## config.mk

```make
export PLATFORM = sky130hd
export DESIGN_NAME = sync_ser_tx
export DESIGN_NICKNAME = d
export VERILOG_FILES = /design/src/rtl/sst_pkg.sv /design/src/rtl/sst_clk_unit.sv /design/src/rtl/sst_shifter.sv /design/src/rtl/sync_ser_tx.sv
export SDC_FILE = /design/constraint.sdc
export NUM_CORES = 1
export LEC_CHECK = 0
export BUFFER_PORTS_ARGS = -buffer_cell sky130_fd_sc_hd__buf_2
export CAP_MARGIN = 10
export CORE_ASPECT_RATIO = 1.25
export CORE_MARGIN = 2
export CORE_UTILIZATION = 40
export CTS_CLUSTER_SIZE = 40
export DETAILED_ROUTE_END_ITERATION = 6
export GPL_TIMING_DRIVEN = 0
export PLACE_DENSITY = 0.72
export SYNTH_ARGS = -nofsm -noshare
export SYNTH_HDL_FRONTEND = slang
export SYNTH_SLANG_ARGS = --single-unit
```

## constraint.sdc

```tcl
create_clock -name clk -period 1.65 [get_ports clk]
set_input_delay 0.33 -clock clk [delete_from_list [all_inputs] [get_ports clk]]
set_output_delay 0.33 -clock clk [all_outputs]
set_load 0.01 [all_outputs]
```

## src/rtl/sst_pkg.sv

```systemverilog
package sst_pkg;
  localparam int unsigned FRAME_W = 8;
  localparam int unsigned BIT_W   = $clog2(FRAME_W);

  typedef logic [FRAME_W-1:0] frame_t;

  function automatic int unsigned ctr_width(input int unsigned n);
    return (n > 1) ? $clog2(n) : 1;
  endfunction
endpackage

```

## src/rtl/sst_clk_unit.sv

```systemverilog
module sst_clk_unit
  import sst_pkg::*;
#(
  parameter int unsigned HALF_DIV = 4
) (
  input  logic clk,
  input  logic rst_n,
  input  logic run,
  input  logic ext_sel,
  input  logic sck_in,
  output logic fall_p,
  output logic rise_p,
  output logic sck_out
);
  localparam int unsigned CW = ctr_width(HALF_DIV);
  localparam logic [CW-1:0] LAST = CW'(HALF_DIV - 1);

  logic [CW-1:0] div_q;
  logic          sck_q;
  logic          tick;

  // internal divider: runs only while a frame is active
  assign tick = run && (div_q == LAST);

  always_ff @(posedge clk or negedge rst_n) begin
    if (!rst_n) begin
      div_q <= '0;
      sck_q <= 1'b1;
    end else if (!run || ext_sel) begin
      div_q <= '0;
      sck_q <= 1'b1;
    end else if (tick) begin
      div_q <= '0;
      sck_q <= ~sck_q;
    end else begin
      div_q <= div_q + 1'b1;
    end
  end

  // external clock: two-flop synchronizer plus edge history
  logic [2:0] ext_sh;

  always_ff @(posedge clk or negedge rst_n) begin
    if (!rst_n) ext_sh <= 3'b111;
    else        ext_sh <= {ext_sh[1:0], sck_in};
  end

  logic ext_fall, ext_rise;
  assign ext_fall = ext_sh[2] & ~ext_sh[1];
  assign ext_rise = ~ext_sh[2] & ext_sh[1];

  always_comb begin
    if (ext_sel) begin
      fall_p = ext_fall;
      rise_p = ext_rise;
    end else begin
      fall_p = tick & sck_q;
      rise_p = tick & ~sck_q;
    end
  end

  assign sck_out = ext_sel ? 1'b1 : sck_q;
endmodule

```

## src/rtl/sst_shifter.sv

```systemverilog
module sst_shifter
  import sst_pkg::*;
(
  input  logic   clk,
  input  logic   rst_n,
  input  logic   load,
  input  frame_t load_data,
  input  logic   fall_p,
  input  logic   rise_p,
  input  logic   refill_ok,
  input  frame_t refill_data,
  output logic   busy,
  output logic   sdo,
  output logic   msb_take,
  output logic   msb_stop
);
  localparam logic [BIT_W-1:0] MSB_IDX = BIT_W'(FRAME_W - 1);

  frame_t           sh_q;
  logic [BIT_W-1:0] idx_q;
  logic             last_q;
  logic             msb_check;

  // the fall that drives the MSB is where the refill decision is made
  assign msb_check = busy && fall_p && (idx_q == MSB_IDX);
  assign msb_take  = msb_check && refill_ok;
  assign msb_stop  = msb_check && !refill_ok;

  always_ff @(posedge clk or negedge rst_n) begin
    if (!rst_n) begin
      sh_q   <= '0;
      idx_q  <= '0;
      last_q <= 1'b0;
      busy   <= 1'b0;
      sdo    <= 1'b1;
    end else if (load) begin
      sh_q   <= load_data;
      idx_q  <= '0;
      last_q <= 1'b0;
      busy   <= 1'b1;
    end else if (busy) begin
      if (fall_p) begin
        sdo   <= sh_q[0];
        idx_q <= (idx_q == MSB_IDX) ? '0 : idx_q + 1'b1;
        if (msb_take)      sh_q <= refill_data;
        else               sh_q <= sh_q >> 1;
        if (msb_stop)      last_q <= 1'b1;
      end
      if (rise_p && last_q) begin
        busy   <= 1'b0;
        last_q <= 1'b0;
      end
    end
  end
endmodule

```

## src/rtl/sync_ser_tx.sv

```systemverilog
module sync_ser_tx
  import sst_pkg::*;
#(
  parameter int unsigned HALF_DIV = 4
) (
  input  logic       clk,
  input  logic       rst_n,
  input  logic       wr_valid,
  output logic       wr_ready,
  input  logic [7:0] wr_data,
  input  logic       ext_sel,
  input  logic       txi_en,
  input  logic       tei_en,
  input  logic       sck_in,
  output logic       sck_out,
  output logic       sdo,
  output logic       empty_flag,
  output logic       end_flag,
  output logic       txi_irq,
  output logic       tei_irq
);
  frame_t hold_q;
  logic   empty_q, end_q;
  logic   busy, fall_p, rise_p, msb_take, msb_stop;
  logic   wr_fire, load;
  frame_t refill_data;

  assign wr_ready = empty_q;
  assign wr_fire  = wr_valid && empty_q;
  assign load     = !busy && !empty_q;
  // a byte arriving in the check cycle is used directly
  assign refill_data = empty_q ? wr_data : hold_q;

  sst_clk_unit #(.HALF_DIV(HALF_DIV)) u_clk (
    .clk     (clk),
    .rst_n   (rst_n),
    .run     (busy),
    .ext_sel (ext_sel),
    .sck_in  (sck_in),
    .fall_p  (fall_p),
    .rise_p  (rise_p),
    .sck_out (sck_out)
  );

  sst_shifter u_shift (
    .clk         (clk),
    .rst_n       (rst_n),
    .load        (load),
    .load_data   (hold_q),
    .fall_p      (fall_p),
    .rise_p      (rise_p),
    .refill_ok   (!empty_q || wr_fire),
    .refill_data (refill_data),
    .busy        (busy),
    .sdo         (sdo),
    .msb_take    (msb_take),
    .msb_stop    (msb_stop)
  );

  always_ff @(posedge clk or negedge rst_n) begin
    if (!rst_n) begin
      hold_q  <= '0;
      empty_q <= 1'b1;
      end_q   <= 1'b1;
    end else begin
      if (wr_fire) hold_q <= wr_data;
      if (load || msb_take) empty_q <= 1'b1;
      else if (wr_fire)     empty_q <= 1'b0;
      if (msb_stop)         end_q <= 1'b1;
      else if (wr_fire)     end_q <= 1'b0;
    end
  end

  assign empty_flag = empty_q;
  assign end_flag   = end_q;
  assign txi_irq    = txi_en & empty_q;
  assign tei_irq    = tei_en & end_q;
endmodule

```

==> results.toml, run 1 <==
[run_status]
outcome = "finished clean"

[logic_synthesis]
synth_area_um2 = 1730
synth-seq-area-share_pct = 43.8
synth_nets = 178
ys_types = 41
avgSynthCellArea_um2 = 10.8
netlist_instances = 160
yosys_register_bits = 30
synth_edf_count = 0
yosys_most_used_dff = "dfrtp_1"
async_flop_share_pct = 100
yosys_warnings = 0

[global_routing]
grt_usage_pct = 18.3
grt_max_degree = 31
grt_pass1_vias = 1428
grt_pass1_wl_um = 6970
grt_overflow = 0
antenna_found_initial = 0

[floorplan]
core_um2 = 4130
die_h_um = 77.6
die_x_um = 62.9
top_level_ports = 22
row_count = 26
die_area_um2 = 4880
initial_core_util_pct = 41.9

[setup_path]
crit_slowest_cell = "or3b_1"
endpoint_kind = "flop"
reg2reg_depth = 4
rrSetupSlack_ns = 0.08
path_cells = "ha_1 -> or3b_1 -> a31o_1 -> a32o_1"
critPathKind = "reg -> reg"
slowest_delay_ns = 0.40
crit_fanout = 5
crit_buf_inv = 0
crit_required_ns = 1.82
timing.rr.end = "u_shift.last_q"
path_delay_family = "compound AO/OA/AOI/OAI gates"
worstPathArrival_ns = 1.74
rr_startpoint = "u_clk.div_q[0]"
startpoint_type = "flop"

[power_and_ir_drop]
combPwrFrac_pct = 25.2
p_leak_uw = 0.000932
clkPwrFrac_pct = 26.1
vdd_drop_max_uv = 392
power_switching_uw = 646
cellPowerDensity_nw_per_um2 = 1090
swShare_pct = 29.3
internal_power_uw = 1560
share_seq_of_total_power_pct = 48.6

[worst_hold_path]
hold_path.class = "in -> async"

[detailed_routing]
routed_wirelength_um = 4060
post-route-drc-count = 0
vias = 1407
firstDrtPassIters = 4
postRouteAntennaNets = 0
post_drt_via_cell_ratio = 5.72
wl_per_cell_um = 16.5
dr.first_iter.drc_count = 65

[timing]
finalClockSkew_ns = 0.00638
hold_viol = 0
finalSetupViolCount = 0
clock.fmax_mhz = 637
slew_headroom_pct = 55.5
rsz0062_at_grt = "no"
fin_crit_sh_pct = 95.1
min_period_ns = 1.57
finalWorstSetupSlack_ns = 0.0811
max_slew.worst_pin.slew_ns = 0.667
slew_viol_final = 0
hold_ws_ns = 0.0750

[placed_design]
gp_congestion = 0.803
port_buffers = 21
post-place-ws_ns = -0.240
place_inst = 237
dp_hpwl_um = 2610
place_area_um2 = 1910

[clock_tree]
clkSinkCount = 30
cts_tree = "built"
path_clk_slew_ns = 0.07
h-tree-depth = 2
numCtsBuffers = 5
postCtsHoldBufs = 0
clockRootBuffer = "clkbuf_8"
clock_latency_ns = 0.29
clock_path_buffers = 2

[final_layout]
syn_to_final_growth_pct = 17.3
instances_no_fill = 246
drive_above_1_share_pct = 39.5
final_net_count = 207
postLayoutCellArea_um2 = 2030
utilization_pct = 49.2
diodes = 0

[run]
cap_violations = 0
metal layers:
metal / vias to the layer above / GRT usage [%] / part of all wire, %
met5: - / 0 / 0
met4: 0 / 8.89 / 2.6
met3: 10 / 4.20 / 5.5
met2: 43 / 29.1 / 47
met1: 697 / 23.4 / 45
li1: 657 / - / -
state kept, by name (all words and copies together) (netlist names):
name	flops
u_clk.ext_sh	3
u_clk.div_q	2
u_shift.sdo	1
hold_q	8
u_shift.sh_q	8
u_clk.sck_q	1
u_shift.idx_q	3
u_shift.last_q	1
end_flag	1
empty_flag	1
u_shift.busy	1
cell usage after synthesis, types with 2 or more instances:
library cell | instances | area, um^2
dfstp_2 | 7 | 184
buf_4 | 3 | 22.5
dfrtp_1 | 23 | 576
and3b_1 | 9 | 78.8
o21ai_0 | 2 | 10.0
o21ai_1 | 7 | 35.0
or3b_2 | 6 | 52.6
buf_2 | 4 | 20.0
ha_1 | 3 | 37.5
a41oi_1 | 7 | 61.3
inv_1 | 3 | 11.3
nand4b_1 | 2 | 17.5
o2111ai_1 | 7 | 61.3
nor2b_1 | 3 | 18.8
mux2_2 | 9 | 101
nand3b_1 | 2 | 15.0
o21a_1 | 7 | 52.6
or2_2 | 9 | 56.3
nand4_1 | 3 | 18.8
nor2_1 | 8 | 30.0
or3b_1 | 2 | 17.5
a32o_1 | 2 | 20.0
buf_6 | 2 | 22.5
nand2_1 | 3 | 11.3
and2_1 | 2 | 12.5
nor3b_1 | 7 | 52.6
clkbuf_1 | 4 | 15.0
final cells by class:
type | count | area [um^2]
inverter | 3 | 11.3
fill | 394 | 2100
tap | 56 | 70.1
buffer | 13 | 97.6
timing repair buffer | 23 | 120
clock buffer | 8 | 80.1
sequential | 30 | 759
multi-input combinational | 113 | 893
metrics by stage:
step | setup TNS [ns] | power, uW
after global routing | 0 | 2370
after CTS | 0 | 2210
after detailed placement | -1.14 | 1600
after floorplan | 0 | 1450
after global placement | -1.18 | 1590
final | 0 | 2210
cell families (layout without fill, tap and decap cells):
family | after synthesis | in the layout | synth area share, %
XOR/XNOR | 1 | 1 | 0.506
adder cells (fa/ha/maj) | 3 | 3 | 2.17
buffers and inverters | 17 | 47 | 5.49
AO/OA/AOI/OAI | 38 | 38 | 17.1
AND/OR/NAND/NOR | 61 | 61 | 24.2
flip-flops | 30 | 30 | 43.8
multiplexers | 10 | 10 | 6.71
placed cells by master (no fill, tap or decap), types with 2 or more instances in the layout:
| cell type | Yosys | final |
|---|---|---|
| a32o_1 | 2 | 2 |
| a41oi_1 | 7 | 7 |
| and2_1 | 2 | 2 |
| and3b_1 | 9 | 9 |
| buf_2 | 4 | 24 |
| buf_4 | 3 | 5 |
| buf_6 | 2 | 3 |
| clkbuf_1 | 4 | 5 |
| clkbuf_8 | 0 | 5 |
| dfrtp_1 | 23 | 23 |
| dfstp_2 | 7 | 7 |
| inv_1 | 3 | 3 |
| mux2_2 | 9 | 9 |
| nand2_1 | 3 | 3 |
| nand3b_1 | 2 | 2 |
| nand4_1 | 3 | 3 |
| nand4b_1 | 2 | 2 |
| nor2_1 | 8 | 8 |
| nor2b_1 | 3 | 3 |
| nor3b_1 | 7 | 7 |
| o2111ai_1 | 7 | 7 |
| o21a_1 | 7 | 7 |
| o21ai_0 | 2 | 2 |
| o21ai_1 | 7 | 7 |
| or2_2 | 9 | 9 |
| or3b_1 | 2 | 2 |
| or3b_2 | 6 | 6 |
how the worst max path moves through the flow:
| stage | startpoint | endpoint | slack (ns) | depth (start not counted) |
|---|---|---|---|---|
| 4_1_cts | u_shift.idx_q[0] | u_shift.sh_q[2] | 0.009 | 6 |
| 3_3_place_gp | u_shift.idx_q[0] | u_shift.sh_q[5] | -0.24 | 6 |
| 3_5_place_dp | u_shift.idx_q[0] | u_shift.sh_q[5] | -0.24 | 6 |
| 2_1_floorplan | u_shift.idx_q[0] | u_shift.sh_q[5] | 0.10 | 6 |
| 5_1_grt | u_shift.idx_q[0] | u_shift.sh_q[2] | 0.02 | 6 |
| 6_report | u_clk.div_q[0] | u_shift.last_q | 0.08 | 4 |
power by group through the flow:
| stage | clock [uW] | combinational (uW) | sequential [uW] |
|---|---|---|---|
| floorplan | 0 | 403 | 1040 |
| global placement | 0 | 512 | 1080 |
| detailed placement | 0 | 525 | 1080 |
| CTS | 590 | 555 | 1070 |
| global route | 624 | 649 | 1100 |
| finish | 576 | 557 | 1070 |
timing repair:
action | in CTS | in global routing
setup buffers | 2 | 0
hold endpoints to repair | 0 | 0
endpoints found under the setup margin | 9 | 9
gates resized for setup | 10 | 6
Note: power is estimated with default switching activity, not from simulation.
==> run 2, diff against run 1 <==
--- a/config.mk
+++ b/config.mk
@@ -7,13 +7,15 @@
 export LEC_CHECK = 0
 export BUFFER_PORTS_ARGS = -buffer_cell sky130_fd_sc_hd__buf_2
 export CAP_MARGIN = 10
+export CELL_PAD_IN_SITES_DETAIL_PLACEMENT = 0
+export CELL_PAD_IN_SITES_GLOBAL_PLACEMENT = 1
 export CORE_ASPECT_RATIO = 1.25
 export CORE_MARGIN = 2
 export CORE_UTILIZATION = 40
 export CTS_CLUSTER_SIZE = 40
 export DETAILED_ROUTE_END_ITERATION = 6
 export GPL_TIMING_DRIVEN = 0
-export PLACE_DENSITY = 0.72
+export PLACE_DENSITY = 0.85
 export SYNTH_ARGS = -nofsm -noshare
 export SYNTH_HDL_FRONTEND = slang
 export SYNTH_SLANG_ARGS = --single-unit
==> run 2 against run 1 <==
Worst setup slack worse by 0.037 ns. Global-route usage is 0.47 points higher. Cell area is 5.7% higher. Die area stayed put. Sequential cell count stayed put. Total power is 4.8% higher. Sequential power hardly changed. Count of clock-buffer cells in the layout stayed put. Critical endpoint is now u_shift.sh_q[3]. Highest routed layer unchanged.
==> results.toml, run 2 (synthesis gave the netlist of run 1 again) <==
[timing]
min_period_ns = 1.61
finalClockSkew_ns = 0.00628
hold_viol = 0
fin_crit_sh_pct = 97.3
clock.fmax_mhz = 623
finalSetupViolCount = 0
slew_headroom_pct = 54.3
slew_viol_final = 0
hold_ws_ns = 0.0835
setup_tns_ns = 0
max_slew.worst_pin.slew_ns = 0.685

[detailed_routing]
vias = 1471
post_drt_via_cell_ratio = 5.75
routed_wirelength_um = 4290
firstDrtPassIters = 4
dr.first_iter.drc_count = 57
wl_per_cell_um = 16.8
postRouteAntennaNets = 0
post-route-drc-count = 0

[floorplan]
row_count = 26
initial_core_util_pct = 41.9
die_x_um = 62.9
top_level_ports = 22
core_um2 = 4130
die_h_um = 77.6
die_area_um2 = 4880

[setup_path]
crit_required_ns = 1.81
path_cells = "ha_2 -> ha_4 -> buf_6 -> or3b_2 -> o2111ai_1 -> o21ai_1"
path_delay_family = "simple AND/OR/NAND/NOR gates"
endpoint_kind = "flop"
cp.depth = 6
worstPathArrival_ns = 1.77
startpoint_type = "flop"
critPathKind = "reg -> reg"
crit_buf_inv = 1
reg2reg_depth = 6
slowest_delay_ns = 0.44
crit_slowest_cell = "or3b_2"
crit_fanout = 4

[final_layout]
multi_input_area_um2 = 913
final_net_count = 217
reg_top3 = "hold_q: 8 flops, u_shift.sh_q: 8 flops"
diodes = 0
fillers = 394
postLayoutCellArea_um2 = 2150
syn_to_final_growth_pct = 24.0
seq_area_um2 = 759
drive_above_1_share_pct = 44.0
utilization_pct = 52.0
instances_no_fill = 256
most-common-layout-cells = "buf_2, dfrtp_1, buf_4"

[clock_tree]
clkSinkCount = 30
cts_tree = "built"
clockRootBuffer = "clkbuf_8"
clock_latency_ns = 0.28
clock_path_buffers = 2
numCtsBuffers = 5
h-tree-depth = 2
path_clk_slew_ns = 0.06

[run_status]
outcome = "finished clean"

[global_routing]
grt_pass1_wl_um = 7200
grt_pass1_vias = 1543
antenna_found_initial = 0
grt_max_degree = 31
gr-usage-met3_pct = 4.93
busiest_layer = "met2"
grt_usage_pct = 18.8
grt_util_met1_pct = 22.0
grt_overflow = 0
grt_util_met2_pct = 32.2

[run]
cap_violations = 0

[placed_design]
place_inst = 237
dp_hpwl_um = 2800
place_area_um2 = 1910
gp_congestion = 0.859
port_buffers = 21

[power_and_ir_drop]
cellPowerDensity_nw_per_um2 = 1080
vdd_drop_max_uv = 744
p_leak_uw = 0.000997

[worst_hold_path]
hold_path.class = "in -> async"
run 2: cell types whose count changed in the layout (fill, tap and decap cells not counted), sizes merged:
cell / delta
buf: +10
run 2: layout make-up:
class | instances | share of cell area [%]
Multi-Input combinational cell | 113 | 42.5
Sequential cell | 30 | 35.4
Timing Repair Buffer | 32 | 9.20
Buffer | 14 | 5.42
Clock buffer | 8 | 3.73
Tap cell | 56 | 3.26
Inverter | 3 | 0.524
run 2: worst reg2reg max path: stages, from the launching register on:
cell	delay, ns
dfrtp_1	0.38
ha_2	0.20
ha_4	0.15
buf_6	0.12
or3b_2	0.44
o2111ai_1	0.11
o21ai_1	0.08
run 2: power breakdown:
group	internal (uW)	switching [uW]	total, uW
Combinational	384	282	666
Sequential	940	136	1080
Clock	299	272	571
Total	1620	690	2310
run 2: path summary, 6_finish.rpt:
check	slack [ns]	startpoint	end
max	0.04	u_shift.idx_q[0]	u_shift.sh_q[3]
min	0.08	rst_n	hold_q[5]
max reg2reg	0.04	u_shift.idx_q[0]	u_shift.sh_q[3]
min reg2reg	0.35	u_clk.ext_sh[0]	u_clk.ext_sh[1]
max in group asynchronous	1.12	rst_n	u_shift.busy
min in group clk	0.15	sck_in	u_clk.ext_sh[0]
run 2: timing repair:
item                                    4_1_cts  5_1_grt
hold buffers                                  0        0
hold endpoints to repair                      0        0
gates resized for setup                      10       15
pin swaps                                     0        4
setup buffers                                 1       10
endpoints found under the setup margin        9        8
run 2: metrics by stage:
stage	setup WS [ns]	power (uW)
floorplan	0.101	1450
global placement	-0.221	1580
detailed placement	-0.276	1630
CTS	-0.0248	2230
global route	-0.0235	2460
finish	0.0446	2310
run 2: metal layers:
metal,vias to the layer above,routed length [um]
met2,34,2180
met3,7,176
met1,749,1870
li1,681,-
met5,-,0
met4,0,70
